### src/rtl/ir_hex_pkg.sv
package ir_hex_pkg;

    typedef enum logic [3:0] {
        S_IDLE,
        S_CNT,
        S_SP1,
        S_THR,
        S_CR1,
        S_LF1,
        S_HI,
        S_LO,
        S_SP2,
        S_CR2,
        S_LF2,
        S_RES,
        S_CR3,
        S_LF3,
        S_DRAIN
    } rpt_state_e;

    localparam logic [7:0] ASC_SP = 8'h20;
    localparam logic [7:0] ASC_CR = 8'h0D;
    localparam logic [7:0] ASC_LF = 8'h0A;

    // digits 0..9 start at 0x30, letters A..F start at 0x41 (0x37 + 10)
    function automatic logic [7:0] nib_to_ascii(input logic [3:0] nib);
        if (nib < 4'd10) begin
            return 8'h30 + {4'h0, nib};
        end
        return 8'h37 + {4'h0, nib};
    endfunction

endpackage

### src/rtl/hex_char_mux.sv
module hex_char_mux
    import ir_hex_pkg::*;
(
    input  logic [7:0] val,
    input  logic       as_hex,
    input  logic       low_nib,
    output logic [7:0] chr
);

    logic [3:0] nib;

    always_comb begin
        nib = low_nib ? val[3:0] : val[7:4];
        chr = as_hex ? nib_to_ascii(nib) : val;
    end

endmodule

### src/rtl/uart_tx8n1.sv
module uart_tx8n1 #(
    parameter  int BIT_CYC = 13020,
    localparam int BW      = (BIT_CYC > 1) ? $clog2(BIT_CYC) : 1
) (
    input  logic       clk,
    input  logic       rst_n,
    input  logic       load,
    input  logic [7:0] data,
    output logic       ready,
    output logic       fin,
    output logic       txd
);

    typedef struct packed {
        logic          act;
        logic [9:0]    sh;
        logic [3:0]    bn;
        logic [BW-1:0] bc;
        logic          fin;
    } tx_t;

    tx_t q, d;

    always_comb begin
        d     = q;
        d.fin = 1'b0;
        if (!q.act) begin
            if (load) begin
                d.act = 1'b1;
                d.sh  = {1'b1, data, 1'b0};
                d.bn  = 4'd0;
                d.bc  = '0;
            end
        end else if (q.bc == BW'(BIT_CYC - 1)) begin
            d.bc = '0;
            d.sh = {1'b1, q.sh[9:1]};
            if (q.bn == 4'd9) begin
                d.act = 1'b0;
                d.fin = 1'b1;
            end else begin
                d.bn = q.bn + 4'd1;
            end
        end else begin
            d.bc = q.bc + BW'(1);
        end
    end

    always_ff @(posedge clk or negedge rst_n) begin
        if (!rst_n) begin
            q <= '0;
        end else begin
            q <= d;
        end
    end

    assign ready = !q.act;
    assign fin   = q.fin;
    assign txd   = q.act ? q.sh[0] : 1'b1;

    a_r5_start_low: assert property (@(posedge clk) disable iff (!rst_n)
        $rose(q.act) |-> !txd);

    a_r5_stop_high: assert property (@(posedge clk) disable iff (!rst_n)
        (q.act && q.bn == 4'd9) |-> txd);

    a_r5_bit_hold: assert property (@(posedge clk) disable iff (!rst_n)
        (q.act && q.bc != '0) |-> $stable(txd));

endmodule

### src/rtl/report_sequencer.sv
module report_sequencer
    import ir_hex_pkg::*;
#(
    parameter  int MAX_BITS = 12,
    localparam int CNT_W    = $clog2(MAX_BITS + 1)
) (
    input  logic                  clk,
    input  logic                  rst_n,
    input  logic                  start,
    input  logic [CNT_W-1:0]      bit_count,
    input  logic [7:0]            threshold,
    input  logic [MAX_BITS*8-1:0] high_dur,
    input  logic [MAX_BITS*8-1:0] low_dur,
    input  logic [31:0]           result,
    input  logic                  chr_ready,
    input  logic                  chr_fin,
    output logic                  chr_valid,
    output logic [7:0]            chr_val,
    output logic                  chr_hex,
    output logic                  chr_low,
    output logic                  busy,
    output logic                  done
);

    typedef struct packed {
        rpt_state_e            st;
        logic                  low;
        logic [CNT_W-1:0]      idx;
        logic [1:0]            rb;
        logic                  busy;
        logic                  done;
        logic [CNT_W-1:0]      cnt;
        logic [7:0]            thr;
        logic [MAX_BITS*8-1:0] hi;
        logic [MAX_BITS*8-1:0] lo;
        logic [31:0]           res;
    } seq_t;

    seq_t q, d;
    logic [7:0] val;
    logic       hex;
    logic       valid;
    logic       fire;
    logic       step;

    // field selection for the current report position
    always_comb begin
        val   = 8'h00;
        hex   = 1'b0;
        valid = 1'b1;
        case (q.st)
            S_CNT:   begin val = 8'({q.cnt, 1'b0}); hex = 1'b1; end
            S_SP1:   val = ASC_SP;
            S_THR:   begin val = q.thr; hex = 1'b1; end
            S_CR1:   val = ASC_CR;
            S_LF1:   val = ASC_LF;
            S_HI:    begin val = q.hi[int'(q.idx)*8 +: 8]; hex = 1'b1; end
            S_LO:    begin val = q.lo[int'(q.idx)*8 +: 8]; hex = 1'b1; end
            S_SP2:   val = ASC_SP;
            S_CR2:   val = ASC_CR;
            S_LF2:   val = ASC_LF;
            S_RES:   begin val = q.res[8*(3 - int'(q.rb)) +: 8]; hex = 1'b1; end
            S_CR3:   val = ASC_CR;
            S_LF3:   val = ASC_LF;
            default: valid = 1'b0;
        endcase
    end

    always_comb begin
        d      = q;
        d.done = 1'b0;
        fire   = valid && chr_ready;
        step   = fire && (!hex || q.low);

        if (fire && hex && !q.low) begin
            d.low = 1'b1;
        end

        if (step) begin
            d.low = 1'b0;
            case (q.st)
                S_CNT: d.st = S_SP1;
                S_SP1: d.st = S_THR;
                S_THR: d.st = S_CR1;
                S_CR1: d.st = S_LF1;
                S_LF1: begin
                    d.idx = '0;
                    d.st  = (q.cnt == '0) ? S_CR2 : S_HI;
                end
                S_HI:  d.st = S_LO;
                S_LO:  d.st = S_SP2;
                S_SP2: begin
                    if (q.idx == q.cnt - CNT_W'(1)) begin
                        d.st = S_CR2;
                    end else begin
                        d.idx = q.idx + CNT_W'(1);
                        d.st  = S_HI;
                    end
                end
                S_CR2: d.st = S_LF2;
                S_LF2: begin
                    d.rb = 2'd0;
                    d.st = S_RES;
                end
                S_RES: begin
                    if (q.rb == 2'd3) begin
                        d.st = S_CR3;
                    end else begin
                        d.rb = q.rb + 2'd1;
                    end
                end
                S_CR3: d.st = S_LF3;
                S_LF3: d.st = S_DRAIN;
                default: d.st = q.st;
            endcase
        end

        case (q.st)
            S_IDLE: begin
                if (start) begin
                    d.st   = S_CNT;
                    d.busy = 1'b1;
                    d.low  = 1'b0;
                    d.cnt  = (bit_count > CNT_W'(MAX_BITS)) ? CNT_W'(MAX_BITS) : bit_count;
                    d.thr  = threshold;
                    d.hi   = high_dur;
                    d.lo   = low_dur;
                    d.res  = result;
                end
            end
            S_DRAIN: begin
                if (chr_fin) begin
                    d.st   = S_IDLE;
                    d.busy = 1'b0;
                    d.done = 1'b1;
                end
            end
            default: ;
        endcase
    end

    always_ff @(posedge clk or negedge rst_n) begin
        if (!rst_n) begin
            q <= '0;
        end else begin
            q <= d;
        end
    end

    assign chr_valid = valid;
    assign chr_val   = val;
    assign chr_hex   = hex;
    assign chr_low   = q.low;
    assign busy      = q.busy;
    assign done      = q.done;

    a_r9_record_held: assert property (@(posedge clk) disable iff (!rst_n)
        (q.busy && start) |=> ($stable(q.thr) && $stable(q.res) &&
                               $stable(q.hi) && $stable(q.lo) && $stable(q.cnt)));

    a_r8_done_single: assert property (@(posedge clk) disable iff (!rst_n)
        q.done |=> !q.done);

    a_r7_busy_falls_with_done: assert property (@(posedge clk) disable iff (!rst_n)
        $fell(q.busy) |-> q.done);

    a_r3_index_in_range: assert property (@(posedge clk) disable iff (!rst_n)
        (q.st inside {S_HI, S_LO, S_SP2}) |-> (q.idx < q.cnt));

    a_r10_count_clamped: assert property (@(posedge clk) disable iff (!rst_n)
        q.busy |-> (q.cnt <= CNT_W'(MAX_BITS)));

endmodule

### src/rtl/ir_hex_report.sv
module ir_hex_report
    import ir_hex_pkg::*;
#(
    parameter  int CLK_HZ   = 125_000_000,
    parameter  int BAUD     = 9600,
    parameter  int MAX_BITS = 12,
    localparam int CNT_W    = $clog2(MAX_BITS + 1),
    localparam int BIT_CYC  = CLK_HZ / BAUD
) (
    input  logic                  clk,
    input  logic                  rst_n,
    input  logic                  start,
    input  logic [CNT_W-1:0]      bit_count,
    input  logic [7:0]            threshold,
    input  logic [MAX_BITS*8-1:0] high_dur,
    input  logic [MAX_BITS*8-1:0] low_dur,
    input  logic [31:0]           result,
    output logic                  txd,
    output logic                  busy,
    output logic                  done
);

    logic       chr_valid;
    logic [7:0] chr_val;
    logic       chr_hex;
    logic       chr_low;
    logic [7:0] tx_data;
    logic       tx_ready;
    logic       tx_fin;
    logic       load;

    report_sequencer #(.MAX_BITS(MAX_BITS)) u_seq (
        .clk       (clk),
        .rst_n     (rst_n),
        .start     (start),
        .bit_count (bit_count),
        .threshold (threshold),
        .high_dur  (high_dur),
        .low_dur   (low_dur),
        .result    (result),
        .chr_ready (tx_ready),
        .chr_fin   (tx_fin),
        .chr_valid (chr_valid),
        .chr_val   (chr_val),
        .chr_hex   (chr_hex),
        .chr_low   (chr_low),
        .busy      (busy),
        .done      (done)
    );

    hex_char_mux u_mux (
        .val     (chr_val),
        .as_hex  (chr_hex),
        .low_nib (chr_low),
        .chr     (tx_data)
    );

    assign load = chr_valid && tx_ready;

    uart_tx8n1 #(.BIT_CYC(BIT_CYC)) u_tx (
        .clk   (clk),
        .rst_n (rst_n),
        .load  (load),
        .data  (tx_data),
        .ready (tx_ready),
        .fin   (tx_fin),
        .txd   (txd)
    );

    a_r1_hex_digit: assert property (@(posedge clk) disable iff (!rst_n)
        (load && chr_hex) |-> ((tx_data >= 8'h30 && tx_data <= 8'h39) ||
                               (tx_data >= 8'h41 && tx_data <= 8'h46)));

    a_r6_idle_high: assert property (@(posedge clk) disable iff (!rst_n)
        !busy |-> txd);

    a_r7_busy_during_load: assert property (@(posedge clk) disable iff (!rst_n)
        load |-> busy);

endmodule

### config.mk
export PLATFORM = sky130hd
export DESIGN_NAME = ir_hex_report
export DESIGN_NICKNAME = d
export VERILOG_FILES = /design/src/rtl/ir_hex_pkg.sv /design/src/rtl/hex_char_mux.sv /design/src/rtl/uart_tx8n1.sv /design/src/rtl/report_sequencer.sv /design/src/rtl/ir_hex_report.sv
export SDC_FILE = /design/constraint.sdc
export NUM_CORES = 1
export LEC_CHECK = 0
export ABC_AREA = 0
export BUFFER_PORTS_ARGS = -buffer_cell sky130_fd_sc_hd__buf_2
export CELL_PAD_IN_SITES_DETAIL_PLACEMENT = 0
export CELL_PAD_IN_SITES_GLOBAL_PLACEMENT = 2
export CORE_MARGIN = 2
export CORE_UTILIZATION = 25
export CTS_BUF_LIST = sky130_fd_sc_hd__clkbuf_4
export CTS_CLUSTER_DIAMETER = 50
export CTS_CLUSTER_SIZE = 10
export DETAILED_ROUTE_END_ITERATION = 10
export PLACE_DENSITY_LB_ADDON = 0.2
export SLEW_MARGIN = 40
export SYNTH_ARGS = -nofsm -noshare
export SYNTH_HDL_FRONTEND = slang
export SYNTH_SLANG_ARGS = --single-unit
### constraint.sdc
create_clock -name clk -period 6.4 [get_ports clk]
set_input_delay 1.28 -clock clk [delete_from_list [all_inputs] [get_ports clk]]
set_output_delay 1.28 -clock clk [all_outputs]
set_load 0.01 [all_outputs]
After elaboration in Yosys (flattened, before gate mapping)
Cells that the tools add are included.
- memories: 0
- ROM bits: 0
- bits in latches: 0
- RAM bits: 0
- flip-flop bits (word level): 279
- bits of input ports: 239
- word-level logic and storage cells: 115
- output and inout bits: 3
- reduce and logical (&&, ||, !) cells: 25
- add/sub/neg operators: 8
- divide/modulo/power cells: 0
- bitwise operators: 0
- $mul: 0
- order comparisons: 2
- shift operators: 3
- muxes and demuxes: 37
- equal/unequal tests: 24
- operator list (operator ; count):
    $shiftx A96 B8 Y8 ; 2
    $pmux W8 S8 ; 1
    $mux W29 ; 2
    $pmux W4 S13 ; 1
    $eq A4 B4 Y1 const B ; 8
    $mux W4 ; 8
    $shiftx A32 B32 Y8 ; 1
    $mux W8 ; 3
    $eq A4 B3 Y1 const B ; 4
    $pmux W4 S2 ; 2
    $mux W15 ; 1
    $add A14 B1 Y14 const B ; 1
    $add A6 B4 Y7 const A ; 2
    $eq A14 B14 Y1 const B ; 1
    $mux W14 ; 1
    $reduce_or A13 Y1 ; 1
    $mux W1 ; 12
    $reduce_and A3 Y1 ; 4
    $mux W11 ; 1
    $ne A2 B2 Y1 const B ; 5
    $add A4 B1 Y4 const B ; 2
    $eq A4 B2 Y1 const B ; 2
    $logic_not A4 Y1 ; 2
    $reduce_bool A2 Y1 ; 4
    20 further kinds ; 28

Logic depth before layout (Yosys ltp)
- word-level depth: 10
- depth in mapped cells: 15

By module
A second synthesis with hierarchy kept.
- cell total of the unflattened synthesis: 1132
- area, all modules: 13621.8 µm²
- by module, submodules not included (module ; instances ; cells each ; area each (µm²) ; sequential area each (µm²)):
    report_sequencer ; 1 ; 930 ; 11772.5 ; 6231.0
    uart_tx8n1 ; 1 ; 163 ; 1562.7 ; 750.7
    hex_char_mux ; 1 ; 38 ; 280.3 ; 0.0
    ir_hex_report ; 1 ; 1 ; 6.3 ; 0.0

Least setup slack after synthesis
OpenSTA, ideal clock, no wires.
- path kind: reg-to-reg
- start: reg u_seq.q[248] (netlist bit)
- end: reg u_tx.q[26] (netlist bit)
- cell stages (with the launch flop): 14
- setup slack: 3.639 ns
- data required time: 6.335 ns
- arrival: 2.696 ns
- path through: dfrtp_1 and4b_1 clkbuf_1 buf_1 nand2_1 a32oi_1 o21ai_0 a22o_1 o311ai_1 a31oi_1 ha_1 o21a_1 nor3_2 o22a_1
- longest elaborated chain between the ends: 10
- elaborated cells on any way between the ends: 34
- classes of those cells: add/sub (2); order compare (1); eq/ne (13); mux (10); reduce/logical (8)
- RTL lines (element ; RTL line ; RTL):
    start, declared ; report_sequencer.sv:39 ; seq_t q, d;
    start signal, assigned ; report_sequencer.sv:144 ; q <= '0;
    start signal, assigned ; report_sequencer.sv:146 ; q <= d;
    $eq A4 B4 Y1 (tied with other cells) ; report_sequencer.sv:51 ; case (q.st)
    $reduce_or A3 Y1 (no source line) or $reduce_or A2 Y1 (tied branches) ; n/a ;
    $pmux W8 S8 ; report_sequencer.sv:51 ;
    $mux W4 ; hex_char_mux.sv:13 ; nib = low_nib ? val[3:0] : val[7:4];
    $add A6 B4 Y7 or $lt A4 B4 Y1 (tied branches) ; ir_hex_pkg.sv:28, ir_hex_pkg.sv:27 ;
    $mux W8 or $mux W1 (tied branches) ; ir_hex_pkg.sv:27 ; if (nib < 4'd10) begin
    $mux W8 ; ir_hex_pkg.sv:30 ; return 8'h37 + {4'h0, nib};
    $mux W8 ; hex_char_mux.sv:14 ; chr = as_hex ? nib_to_ascii(nib) : val;
    $mux W29 ; uart_tx8n1.sv:28 ; if (load) begin
    $mux W29 ; uart_tx8n1.sv:27 ; if (!q.act) begin
    end signal, assigned ; uart_tx8n1.sv:50 ; q <= '0;
    end signal, assigned ; uart_tx8n1.sv:52 ; q <= d;
    end, declared ; uart_tx8n1.sv:22 ; tx_t q, d;
Several ways; a longest one is shown, not always the timed one. The select of a mux whose other input is x is not followed.
A chain may end at the register's enable or synchronous reset.

Worst setup path after layout
- start: reg u_seq.q[247] (netlist bit)
- end: reg u_tx.q[26] (netlist bit)
Same word-level chain as after synthesis.

==> results.toml <==
[power]
combinationalPowerShare_pct = 3.7
ir_worst_vdd_mv = 0.0832
total_power_w = 0.00332
switchingPower_w = 0.000821
power_leakage_nw = 8.44
p_int_w = 0.00250
sw_frac_of_total_pct = 24.7
clockPowerShare_pct = 43.3
seqPwrFrac_pct = 53.0
powerDensity_nw_per_um2 = 207

[floorplanning]
die_x_um = 236
dieArea_um2 = 55700
die_y_um = 236
initial_core_util_pct = 25.1
core_um2 = 53500
io_pins = 242
rows = 85

[worst_setup_path]
rr_startpoint = "u_seq.q[247]"
cp.required_ns = 7.10
critPathMaxFanout = 37
r2r_slack_ns = 2.67
reg2reg_depth = 12
critical_path_class = "flip-flop to flip-flop"
startpoint_type = "flip-flop"
worst_ep_arrival_time_ns = 4.43
end_kind = "flip-flop"
reg2reg_to = "u_tx.q[26]"

[logic_synthesis]
syn-num-nets = 1825
synth-edff-count = 0
synthTopCellsByArea = "dfrtp_1 52%, nand2_1 23%, mux4_2 3.3%"
synth_top_family_by_area = "simple AND/OR/NAND/NOR gates"
synth.yosys.seq_area_share_pct = 51.9
synth.top_cell.area_share_pct = 51.9
yosys.area.top_type = "dfrtp_1"
synth_xor_area_share_pct = 0.781
synth_compound_area_share_pct = 8.34
mappedNetlistArea_um2 = 13500
ys_types = 72
syn_area_per_cell_um2 = 8.53
synth-simple-area-share_pct = 28.3
yosys_warnings = 0
synth-async-reset-ratio_pct = 100
ys.flop_type = "dfrtp_1"
synth_cells = 1578
ys_ff_latch = 279
synthAdderAreaFrac_pct = 0.744
synth.area.mux_share_pct = 6.49

[placement]
dp_hpwl_um = 35200
gp_congestion = 0.791
port_buffers = 241
dp_slack_ns = 2.32
dpl_cell_area_um2 = 15300

[global_route]
grt_pass1_wl_um = 73300
grt_remaining_overflow = 0
grt_max_degree = 117
antenna_found_initial = 1
grt_use_total_pct = 17.2
grt_pass1_vias = 12100

[route]
routedWlPerCell_um = 19.1
viasPerCell = 4.58
dr.first_iter.drc_count = 638
drc_errors = 0
first_pass_iters = 5
routed_wl_um = 48100
num_vias = 11500
ant_nets = 0

[hold_path]
hp-class = "primary input to asynchronous set/reset pin"

[cells_and_area]
final_area_um2 = 16100
layout.area.seq_um2 = 6980
area_growth_pct = 19.4
nets = 2040
multiInputGateArea_um2 = 6020
fill_cells = 5860
layout-drive-gt1-share_pct = 20.0

[clock_tree]
cts_buffers = 44
clockBufferDepth = 3
path_clk_slew_ns = 0.11
htree_levels = 2
cts_num_sinks = 279
clk_latency_ns = 0.78
cts_resized = 0
post_cts_buffers = 0
cts_tree = "yes"
cts_root_buffer = "clkbuf_4"
hold_buffers = 0

[sta]
setup_viol = 0
worst_slack_ns = 2.67
holdWs_ns = 0.388
relSlewSlack_pct = 40.2
finalSetupTns_ns = 0
drv_slew = 0
max_slew.worst_pin.slew_ns = 0.889
rsz0062_at_grt = "false"
period_needed_ns = 3.73
fmax_mhz = 268
hold_violations = 0
fin_skew_ns = 0.0482
period_share_pct = 58.3

[run]
cap_violations = 0

[outcome]
outcome = "completed"
## power by group through the flow
stage | combinational [W] | sequential (W) | clock [W]
floorplan | 0.00000185 | 0.00180 | 0
global placement | 0.000126 | 0.00180 | 0
detailed placement | 0.000128 | 0.00180 | 0
CTS | 0.000129 | 0.00176 | 0.00150
global route | 0.000139 | 0.00176 | 0.00158
finish | 0.000124 | 0.00176 | 0.00144
## synthesized netlist by cell type (7+ instances only)
cell and number:
nand2_1 815, nor4_1 11, mux4_2 20, inv_1 14
nor2b_1 9, o21ai_0 56, mux2i_1 28, a21oi_1 40
dfrtp_1 279, ha_1 8, xor2_1 9, nor2_1 31
nand3_1 25, nand4_1 7, buf_2 10, o31ai_1 7
nand2b_1 12, clkbuf_1 69, a31oi_1 10, o22ai_1 12
nor3_1 12
## worst max-delay path, stage by stage (launching register included)
cell	delay, ns
dfrtp_1	0.70
nand4b_4	0.39
buf_12	0.30
buf_4	0.29
mux2i_1	0.17
a32oi_1	0.20
o21ai_1	0.10
o41ai_2	0.49
o22ai_2	0.19
ha_1	0.25
o21a_1	0.20
nor3_2	0.21
o22a_1	0.17
## per-layer routing
metal	part of all wire [%]	up-vias	GRT usage [%]
met4	2.1	0	4.63
met2	48	212	28.8
li1	-	5621	-
met3	3.4	62	2.55
met1	46	5648	23.3
met5	0	-	0
## metrics by stage
stage	utilization, %	instances
finish	30.0	2521
global route	30.0	2521
CTS	30.0	2519
detailed placement	28.6	2442
global placement	28.6	2441
floorplan	-	1578
## cell type report
class / count / share of cell area (%)
antenna: 1 / 0.0156
clock buffer: 51 / 2.38
clock inverter: 26 / 2.04
inverter: 14 / 0.327
multi-input combinational: 1195 / 37.5
sequential: 279 / 43.5
tap: 696 / 5.42
timing repair buffer: 259 / 8.82
## layout by cell type, fill, tap and decap left out, types with 4 or more instances in the layout
| cell type | netlist | layout |
|---|---|---|
| bufinv_16 | 0 | 7 |
| a22o_1 | 5 | 5 |
| dfrtp_1 | 279 | 279 |
| o31ai_1 | 7 | 7 |
| mux2i_1 | 28 | 28 |
| nand4_1 | 7 | 7 |
| nand2_1 | 815 | 814 |
| ha_1 | 8 | 8 |
| buf_2 | 10 | 240 |
| clkinv_4 | 0 | 5 |
| nor4_1 | 11 | 11 |
| inv_1 | 14 | 14 |
| o221ai_1 | 4 | 4 |
| o21ai_0 | 56 | 56 |
| clkbuf_4 | 0 | 51 |
| a32oi_1 | 6 | 6 |
| mux4_1 | 5 | 5 |
| clkinv_1 | 0 | 7 |
| nor2_1 | 31 | 31 |
| nand3_1 | 25 | 25 |
| mux4_2 | 20 | 20 |
| nor2b_1 | 9 | 9 |
| or3_1 | 4 | 4 |
| buf_4 | 3 | 12 |
| o22ai_1 | 12 | 12 |
| a31oi_1 | 10 | 10 |
| nand2b_1 | 12 | 12 |
| nor3_1 | 12 | 12 |
| xor2_1 | 9 | 9 |
| a21oi_1 | 40 | 40 |
## flip-flops by register name (all words and copies together), names as in the netlist
register,flops
u_seq.busy,1
u_seq.chr_low,1
u_seq.done,1
u_seq.q,246
u_tx.fin,1
u_tx.q,29
## worst max-delay path by stage
stage	start	endpoint	slack, ns	cells past startpoint
detailed placement	u_seq.q[247]	u_tx.q[26]	2.32	11
global route	u_seq.q[247]	u_tx.q[26]	2.39	12
CTS	u_seq.q[247]	u_tx.q[26]	2.32	11
floorplan	u_seq.q[248]	u_tx.q[26]	3.64	13
global placement	u_seq.q[247]	u_tx.q[26]	2.43	11
finish	u_seq.q[247]	u_tx.q[26]	2.67	12
## cell families (layout without fill, tap and decap cells)
group           after synthesis  after routing
simple gates                948            948
flops                       279            279
xor+xnor                     12             12
mux                          54             54
other cells                   0              1
compound gates              173            173
buf+inv                     104            350
fa+ha+maj                     8              8
Power figures use the tool's default switching activity.
